<file path="config.mk">
export PLATFORM = sky130hd
export DESIGN_NAME = stack_core
export DESIGN_NICKNAME = d
export VERILOG_FILES = /design/src/rtl/stack_core_pkg.sv /design/src/rtl/stack_core_alu.sv /design/src/rtl/stack_core_lifo.sv /design/src/rtl/stack_core.sv
export SDC_FILE = /design/constraint.sdc
export NUM_CORES = 1
export LEC_CHECK = 0
export BUFFER_PORTS_ARGS = -buffer_cell sky130_fd_sc_hd__buf_4
export CAP_MARGIN = 30
export CORE_ASPECT_RATIO = 0.5
export CORE_MARGIN = 4
export CORE_UTILIZATION = 40
export CTS_BUF_LIST = sky130_fd_sc_hd__clkbuf_2 sky130_fd_sc_hd__clkbuf_4 sky130_fd_sc_hd__clkbuf_8
export CTS_CLUSTER_DIAMETER = 150
export CTS_CLUSTER_SIZE = 25
export DETAILED_ROUTE_END_ITERATION = 7
export GPL_TIMING_DRIVEN = 1
export PLACE_DENSITY = 0.59
export SYNTH_ARGS = -nofsm -noshare
export SYNTH_HDL_FRONTEND = slang
export SYNTH_SLANG_ARGS = --single-unit
</file>
<file path="constraint.sdc">
create_clock -name clk -period 6.19 [get_ports clk]
set_input_delay 1.238 -clock clk [delete_from_list [all_inputs] [get_ports clk]]
set_output_delay 1.238 -clock clk [all_outputs]
set_load 0.01 [all_outputs]
</file>
<file path="src/rtl/stack_core_pkg.sv">
package stack_core_pkg;
  typedef enum logic [1:0] {
    OP_LOAD  = 2'b00,
    OP_STORE = 2'b01,
    OP_ADD   = 2'b10,
    OP_SUB   = 2'b11
  } op_e;

  typedef enum logic [1:0] {
    ST_IDLE = 2'b00,
    ST_REQ  = 2'b01,
    ST_CAP  = 2'b10
  } state_e;
endpackage

</file>
<file path="src/rtl/stack_core_alu.sv">
module stack_core_alu #(
  parameter int WIDTH = 16
) (
  input  logic             sub,
  input  logic [WIDTH-1:0] lhs,
  input  logic [WIDTH-1:0] rhs,
  output logic [WIDTH-1:0] res
);
  always_comb begin
    if (sub) res = lhs - rhs;
    else     res = lhs + rhs;
  end
endmodule

</file>
<file path="src/rtl/stack_core_lifo.sv">
module stack_core_lifo #(
  parameter int WIDTH = 16,
  parameter int DEPTH = 8,
  localparam int CW = $clog2(DEPTH + 1),
  localparam int PW = $clog2(DEPTH)
) (
  input  logic             clk,
  input  logic             rst,
  input  logic             push_en,
  input  logic [WIDTH-1:0] push_data,
  input  logic             pop_en,
  input  logic             fold_en,
  input  logic [WIDTH-1:0] fold_data,
  output logic [WIDTH-1:0] top,
  output logic [WIDTH-1:0] below,
  output logic [CW-1:0]    count
);
  logic [WIDTH-1:0] ent [DEPTH];
  logic [CW-1:0]    cnt;
  logic [PW-1:0]    top_idx;
  logic [PW-1:0]    below_idx;
  logic [PW-1:0]    push_idx;

  assign top_idx   = PW'(cnt - CW'(1));
  assign below_idx = PW'(cnt - CW'(2));
  assign push_idx  = PW'(cnt);
  assign top       = ent[top_idx];
  assign below     = ent[below_idx];
  assign count     = cnt;

  always_ff @(posedge clk) begin
    if (rst)               cnt <= '0;
    else if (push_en)      cnt <= cnt + CW'(1);
    else if (pop_en || fold_en) cnt <= cnt - CW'(1);
  end

  always_ff @(posedge clk) begin
    if (push_en)      ent[push_idx]  <= push_data;
    else if (fold_en) ent[below_idx] <= fold_data;
  end

  AST_COUNT_BOUND: assert property (@(posedge clk) disable iff (rst)
    cnt <= CW'(DEPTH));
  AST_PUSH_ROOM: assert property (@(posedge clk) disable iff (rst)
    push_en |-> cnt < CW'(DEPTH));
  AST_PUSH_GROWS: assert property (@(posedge clk) disable iff (rst)
    push_en |=> cnt == $past(cnt) + CW'(1));
  AST_ONE_ACTION: assert property (@(posedge clk) disable iff (rst)
    $onehot0({push_en, pop_en, fold_en}));
endmodule

</file>
<file path="src/rtl/stack_core.sv">
module stack_core
  import stack_core_pkg::*;
#(
  parameter int WIDTH = 16,
  parameter int DEPTH = 8,
  parameter int AW    = 8,
  localparam int CW = $clog2(DEPTH + 1)
) (
  input  logic             clk,
  input  logic             rst,
  input  logic             instr_valid,
  input  logic [1:0]       instr_op,
  input  logic [AW-1:0]    instr_addr,
  output logic             busy,
  output logic             err,
  output logic [CW-1:0]    depth,
  output logic [AW-1:0]    mem_addr,
  output logic             mem_re,
  output logic             mem_we,
  output logic [WIDTH-1:0] mem_wdata,
  input  logic [WIDTH-1:0] mem_rdata
);
  state_e           st;
  op_e              op;
  logic             accept;
  logic             has_one, has_two, is_full;
  logic             load_go, store_go, arith_go, fault;
  logic [WIDTH-1:0] top, below, alu_res;

  assign op      = op_e'(instr_op);
  assign accept  = instr_valid && (st == ST_IDLE);
  assign has_one = depth != '0;
  assign has_two = depth >= CW'(2);
  assign is_full = depth == CW'(DEPTH);

  always_comb begin
    load_go  = 1'b0;
    store_go = 1'b0;
    arith_go = 1'b0;
    fault    = 1'b0;
    if (accept) begin
      case (op)
        OP_LOAD:  if (is_full) fault = 1'b1; else load_go  = 1'b1;
        OP_STORE: if (has_one) store_go = 1'b1; else fault = 1'b1;
        default:  if (has_two) arith_go = 1'b1; else fault = 1'b1;
      endcase
    end
  end

  stack_core_alu #(.WIDTH(WIDTH)) u_alu (
    .sub (op == OP_SUB),
    .lhs (below),
    .rhs (top),
    .res (alu_res)
  );

  stack_core_lifo #(.WIDTH(WIDTH), .DEPTH(DEPTH)) u_lifo (
    .clk       (clk),
    .rst       (rst),
    .push_en   (st == ST_CAP),
    .push_data (mem_rdata),
    .pop_en    (store_go),
    .fold_en   (arith_go),
    .fold_data (alu_res),
    .top       (top),
    .below     (below),
    .count     (depth)
  );

  always_ff @(posedge clk) begin
    if (rst) begin
      st        <= ST_IDLE;
      busy      <= 1'b0;
      err       <= 1'b0;
      mem_re    <= 1'b0;
      mem_we    <= 1'b0;
      mem_addr  <= '0;
      mem_wdata <= '0;
    end else begin
      mem_re <= 1'b0;
      mem_we <= 1'b0;
      if (fault) err <= 1'b1;
      case (st)
        ST_IDLE: begin
          if (load_go) begin
            mem_re   <= 1'b1;
            mem_addr <= instr_addr;
            busy     <= 1'b1;
            st       <= ST_REQ;
          end else if (store_go) begin
            mem_we    <= 1'b1;
            mem_addr  <= instr_addr;
            mem_wdata <= top;
          end
        end
        ST_REQ:  st <= ST_CAP;
        ST_CAP: begin
          st   <= ST_IDLE;
          busy <= 1'b0;
        end
        default: st <= ST_IDLE;
      endcase
    end
  end

  AST_ERR_STICKY: assert property (@(posedge clk) disable iff (rst)
    err |=> err);
  AST_LOAD_BUSY: assert property (@(posedge clk) disable iff (rst)
    load_go |=> busy && mem_re);
  AST_STORE_SHRINKS: assert property (@(posedge clk) disable iff (rst)
    store_go |=> depth == $past(depth) - CW'(1));
  AST_ARITH_SHRINKS: assert property (@(posedge clk) disable iff (rst)
    arith_go |=> depth == $past(depth) - CW'(1));
  AST_FAULT_HOLDS: assert property (@(posedge clk) disable iff (rst)
    fault |=> depth == $past(depth) && !mem_we && !mem_re);
  AST_BUSY_NO_WRITE: assert property (@(posedge clk) disable iff (rst)
    busy |=> !mem_we);
endmodule

</file>
; After elaboration in Yosys (flattened, before gate mapping)
; Memory sizes are Yosys's and may differ from the RTL's.
; Index checks and enable logic that the tools add are counted.
[totals]
input_bits = 29
ramBits = 128
word_cells = 71
n_memories = 1
reg_bits = 34
[classes]
addsub = 5
magnitude_cmp = 1
mux = 33
n_eq_ne = 6
bitwise_logic = 2
n_reduce_logical = 15
[mem_list]
columns = name, words, word_bits, read_ports, rd_clocked_by_memory_dff, wr, line
row1 = u_lifo.ent, 8, 16, 2, 0, 1, stack_core_lifo.sv:18  ; logic [WIDTH-1:0] ent [DEPTH];
[ops]
columns = op, count
row1 = 16-bit 2-to-1 mux, 2
row2 = 1-bit 2-to-1 mux, 22
row3 = 16-bit adder, 1
row4 = 8-bit 2-to-1 mux, 2
row5 = 16-bit OR reduction, 1
row6 = 16-bit subtractor, 1
row7 = 4-bit 2-to-1 mux, 2
row8 = 2-bit nonzero test, 3
row9 = 4-bit by 1-bit adder with 4-bit output (second input constant), 1
row10 = 2-bit by 1-bit == test with 1-bit output (second input constant), 2
row11 = 2-bit == test (second input constant), 2
row12 = 4-bit == test (second input constant), 1
row13 = 4-bit by 2-bit greater-or-equal comparator with 1-bit output (second input constant), 1
row14 = 2-bit zero test, 2
row15 = 1-bit case mux with 2 select lines, 2
row16 = 2-bit case mux with 2 select lines, 1
row17 = 2-bit AND reduction, 2
row18 = 4-bit nonzero test, 1
row19 = 2-bit OR reduction, 2
row20 = 4-bit by 1-bit subtractor with 4-bit output (second input constant), 1
row21 = 3-bit 2-to-1 mux, 1
row22 = 3-bit AND reduction, 1
row23 = 3-bit OR reduction, 1
row24 = 3-bit by 2-bit subtractor with 3-bit output (second input constant), 1
row25 = other kinds (5), 6

; Depth between registers and ports, before layout
[depth]
ltp_word = 9
ltp_mapped = 23

; By module
; A second synthesis with hierarchy kept.
[unflattened]
cells_unflattened = 580
hier_area_um2 = 8869.8
[modules_own_cells]
columns = module, cells_each, instances, area_each_um2, seq_area_each_um2
row1 = stack_core_lifo, 311, 1, 6531.3, 3923.8
row2 = stack_core, 133, 1, 1348.8, 600.6
row3 = stack_core_alu, 136, 1, 989.7, 0.0

; Least setup slack after synthesis
; OpenSTA, ideal clock, no wires.
[synth_timing]
kind = register -> register
start = reg u_lifo.cnt[1] (netlist: u_lifo.count[1])
end = mem u_lifo.ent[0][13] (data pin)
path_stages_with_launch = 21
period_less_slack_ns = 5.346
arrival_ns = 5.072
setup_ns = 0.273
path_buffers = 5
slack_ns = 0.844
path_cell_list = dfxtp_1 > buf_1 > buf_1 > inv_1 > ha_1 > buf_2 > buf_2 > buf_1 > mux4_2 > mux2i_1 > a31oi_1 > xor2_1 > ha_1 > nand3_1 > nand2_1 > a41oi_1 > o21ai_0 > a2111oi_0 > nor2_1 > xor2_1 > mux2_2
[synth_via]
elab_chain_cells = 9
elab_cells_between_ends = 15
cone_classes = add/sub: 4 / order compare: 1 / mux: 8 / reduce/logical: 1 / memory: 1
[synth_lines]
columns = element, line
row1 = "start, declared", stack_core_lifo.sv:19  ; logic [CW-1:0] cnt;
row2 = "start signal, assigned", stack_core_lifo.sv:33  ; else if (push_en) cnt <= cnt + CW'(1);
row3 = "start signal, assigned", stack_core_lifo.sv:34  ; else if (pop_en || fold_en) cnt <= cnt - CW'(1);
row4 = "parallel branches: the longest is 8 deep, another holds memory 8 x 16 bit", --
row5 = 16-bit 2-to-1 mux (no line) *, --
row6 = "end, declared", stack_core_lifo.sv:18
; Every way passes the cells marked *.

; Worst setup path after layout
[layout_timing]
start = reg u_lifo.cnt[1] (netlist: u_lifo.count[1])
end = mem u_lifo.ent[4][15] (data pin)
; Same word-level chain as after synthesis.

==> impl_metrics.env <==
export IMPL_run_status="completed"
export IMPL_yosys_area_share_simple=0.0679
export IMPL_antenna_found_initial=0
export IMPL_setup_slack_ns=0.773
export IMPL_fmax_ghz=0.185
export IMPL_yosys_warnings=0
export IMPL_power_frac_clock=0.151
export IMPL_setup_tns_ns=0
export IMPL_h_tree_depth=4
export IMPL_ys_seq_area_frac=0.538
export IMPL_synth_edf_count=128
export IMPL_critPathMaxFanout=14
export IMPL_dp_hpwl_mm=13.9
export IMPL_routed_wl_mm=20.6
export IMPL_rows=37
export IMPL_start_util=0.408
export IMPL_yosysUniqueCellTypes=48
export IMPL_ioPinCount=61
export IMPL_combPwrFrac=0.566
export IMPL_post_place_ws_ns=0.836
export IMPL_post_cts_resized=0
export IMPL_critPathCaptureType="flop"
export IMPL_netSwitchingPower_mw=1.97
export IMPL_avgSynthCellArea_um2=14.4
export IMPL_nFillCells=1794
export IMPL_drc=0
export IMPL_cp_arrival_ns=5.64
export IMPL_nNetsFinal=704
export IMPL_syn_area_mm2=0.00841
export IMPL_hold_path_class="flop to flop"
export IMPL_synthMuxAreaShare=0.236
export IMPL_grt_util_all_layers=0.180
export IMPL_p_sw_frac=0.410
export IMPL_grt_pass1_vias=5346
export IMPL_leakagePower_nw=3.43
export IMPL_die_y_um=111
export IMPL_synth_xor_area_frac=0.0366
export IMPL_period_minus_slack_ns=5.42
export IMPL_worstMarginPinSlew_ns=0.904
export IMPL_clkSinkCount=162
export IMPL_cts_buffer_depth=2
export IMPL_dr_pass1_iters=5
export IMPL_placed_area_mm2=0.00924
export IMPL_cts_tree="done"
export IMPL_dieWidth_um=213
export IMPL_n_antenna_cell=0
export IMPL_synth_fa_ha_area_frac=0.0351
export IMPL_synth_compound_area_frac=0.0595
export IMPL_synth_seq_cells=162
export IMPL_num_vias=5235
export IMPL_insertion_delay_ns=0.48
export IMPL_wl_per_cell_um=21.9
export IMPL_syn_inst=582
export IMPL_ir_drop_mv=0.220
export IMPL_hold_ws_ns=0.462
export IMPL_r2r_slack_ns=0.77
export IMPL_cts_setup_buffers=0
export IMPL_ant_nets=0
export IMPL_synthArstFlopShare=0
export IMPL_worstSetupStartpointType="flop"
export IMPL_slew_headroom=0.391
export IMPL_cts_hold_buf=0
export IMPL_drt_iter0_drc=356
export IMPL_finalClockSkew_ns=0.0169
export IMPL_syn_nets=634
export IMPL_min_period_over_period=0.875
export IMPL_finalInstanceArea_mm2=0.00960
export IMPL_cts_buffers=17
export IMPL_core_region_area_mm2=0.0206
export IMPL_io_buffers=60
export IMPL_required_ns=6.41
export IMPL_clkTransAtPathRegs_ns=0.08
export IMPL_finalHoldViolCount=0
export IMPL_gp_congestion=0.869
export IMPL_setup_viol=0
export IMPL_synth_top_family_by_area="multiplexers"
export IMPL_power_density_mw_per_mm2=499
export IMPL_maxCapViolCount=0
export IMPL_path_class="flop to flop"
export IMPL_fin_cells=938
export IMPL_dieArea_mm2=0.0235
export IMPL_dp_cells=906
export IMPL_slew_violations=0
export IMPL_power_internal_mw=2.83
export IMPL_grt_setup_unrepaired="false"
export IMPL_grt_first_pass_wirelength_mm=31.8
export IMPL_grt_max_degree=45
export IMPL_drive_gt1_frac=0.299
export IMPL_grt_ovfl_total=0
export IMPL_synth_ff_type="edfxtp_1"
export IMPL_pwr_share_seq=0.283
export IMPL_cts_root_buf="clkbuf_8"
export IMPL_drt_vias_per_instance=5.58
export IMPL_area_delta_synth_final_pct=14.1
placed cells by master, fill, tap and decap left out, drive strengths merged, types with 3 or more instances in the layout:
cell,count
inv,12
mux4,66
nand2b,4
xor2,14
a211oi,16
clkinv,9
nand2,39
nor3,8
nor2,60
o21ai,26
mux2i,28
nand3,5
a31oi,7
ha,22
dfxtp,34
a21o,5
xnor2,19
clkinvlp,3
buf,84
edfxtp,128
clkbuf,18
a21oi,21
and3,3
mux2,15
area by class of cell:
| cell class | count | area, um2 | area share |
|---|---|---|---|
| clock buffers | 18 | 241 | 0.0252 |
| well taps | 273 | 342 | 0.0356 |
| repair buffers | 84 | 643 | 0.0670 |
| inverters | 11 | 41.3 | 0.00430 |
| clock inverters | 14 | 114 | 0.0119 |
| flip-flops and latches | 162 | 4530 | 0.472 |
| multi-input cells | 376 | 3680 | 0.384 |
kinds of logic (layout without fill, tap and decap cells):
group / after synthesis / in the layout
muxes: 109 / 109
AOI/OAI and AO/OA: 82 / 82
buffers and inverters: 44 / 127
and+or+nand+nor: 129 / 129
adders and majority gates: 23 / 23
xor gates and xnor gates: 33 / 33
DFF: 162 / 162
worst max-delay path, stage by stage (launching register included):
cell       delay, ns
dfxtp_2         0.34
inv_1           0.09
ha_1            0.72
mux4_2          0.41
mux2i_1         0.38
inv_1           0.20
nor3_1          0.41
a21oi_1         0.14
xor2_1          0.16
ha_1            0.34
a21oi_1         0.17
o21ai_0         0.23
a2111oi_0       0.74
o31ai_1         0.25
xor2_1          0.18
o21ai_1         0.39
cells in the mapped netlist (2+ instances only):
cell type	instances	area, um2
edfxtp_1	128	3840
nor2_1	60	225
mux4_2	53	1190
nand2_1	37	139
dfxtp_1	34	681
mux2i_1	27	270
o21ai_0	25	125
ha_1	22	275
a21oi_1	21	105
xnor2_1	19	166
clkbuf_1	17	63.8
a211oi_1	16	120
mux2_2	15	169
mux4_1	13	342
xor2_1	13	114
inv_1	10	37.5
a31oi_1	7	43.8
buf_2	7	35.0
nor3_1	6	30.0
a21o_1	5	37.5
nand3_1	5	25.0
buf_1	4	15.0
nand2b_1	4	25.0
and3_1	3	18.8
a41oi_1	2	17.5
and2_1	2	12.5
buf_6	2	22.5
nand2_2	2	12.5
nor2b_1	2	12.5
nor3b_1	2	15.0
or3_1	2	12.5
state kept, by name, indices dropped and copies added, names as in the netlist:
register,cells
mem_addr,8
err,1
mem_wdata,16
mem_re,1
mem_we,1
u_lifo.ent,128
st,2
u_lifo.count,4
busy,1
stage by stage:
| stage | power [mW] | utilization |
|---|---|---|
| global placement | 4.07 | 0.448 |
| global route | 5.12 | 0.466 |
| floorplan | 3.39 | - |
| CTS | 4.82 | 0.466 |
| finish | 4.79 | 0.466 |
| detailed placement | 4.09 | 0.449 |
final timing paths:
path              startpoint                 to  cells after the start
max          u_lifo.count[1]  u_lifo.ent[4][15]                     15
min                      err                err                      2
max reg2reg  u_lifo.count[1]  u_lifo.ent[4][15]                     15
min reg2reg              err                err                      2
power groups by stage:
stage	Clock (mW)	Sequential, mW	Combinational, mW
floorplan	0	1.38	2.00
detailed placement	0	1.38	2.71
finish	0.723	1.36	2.71
CTS	0.736	1.36	2.73
global placement	0	1.38	2.69
global route	0.791	1.37	2.96
per-layer routing:
metal,wire (um),GRT usage
met2,9710,0.284
met1,9480,0.251
met3,1170,0.0457
met5,0,0
met4,217,0.0480
(Power assumes the default switching activity.)
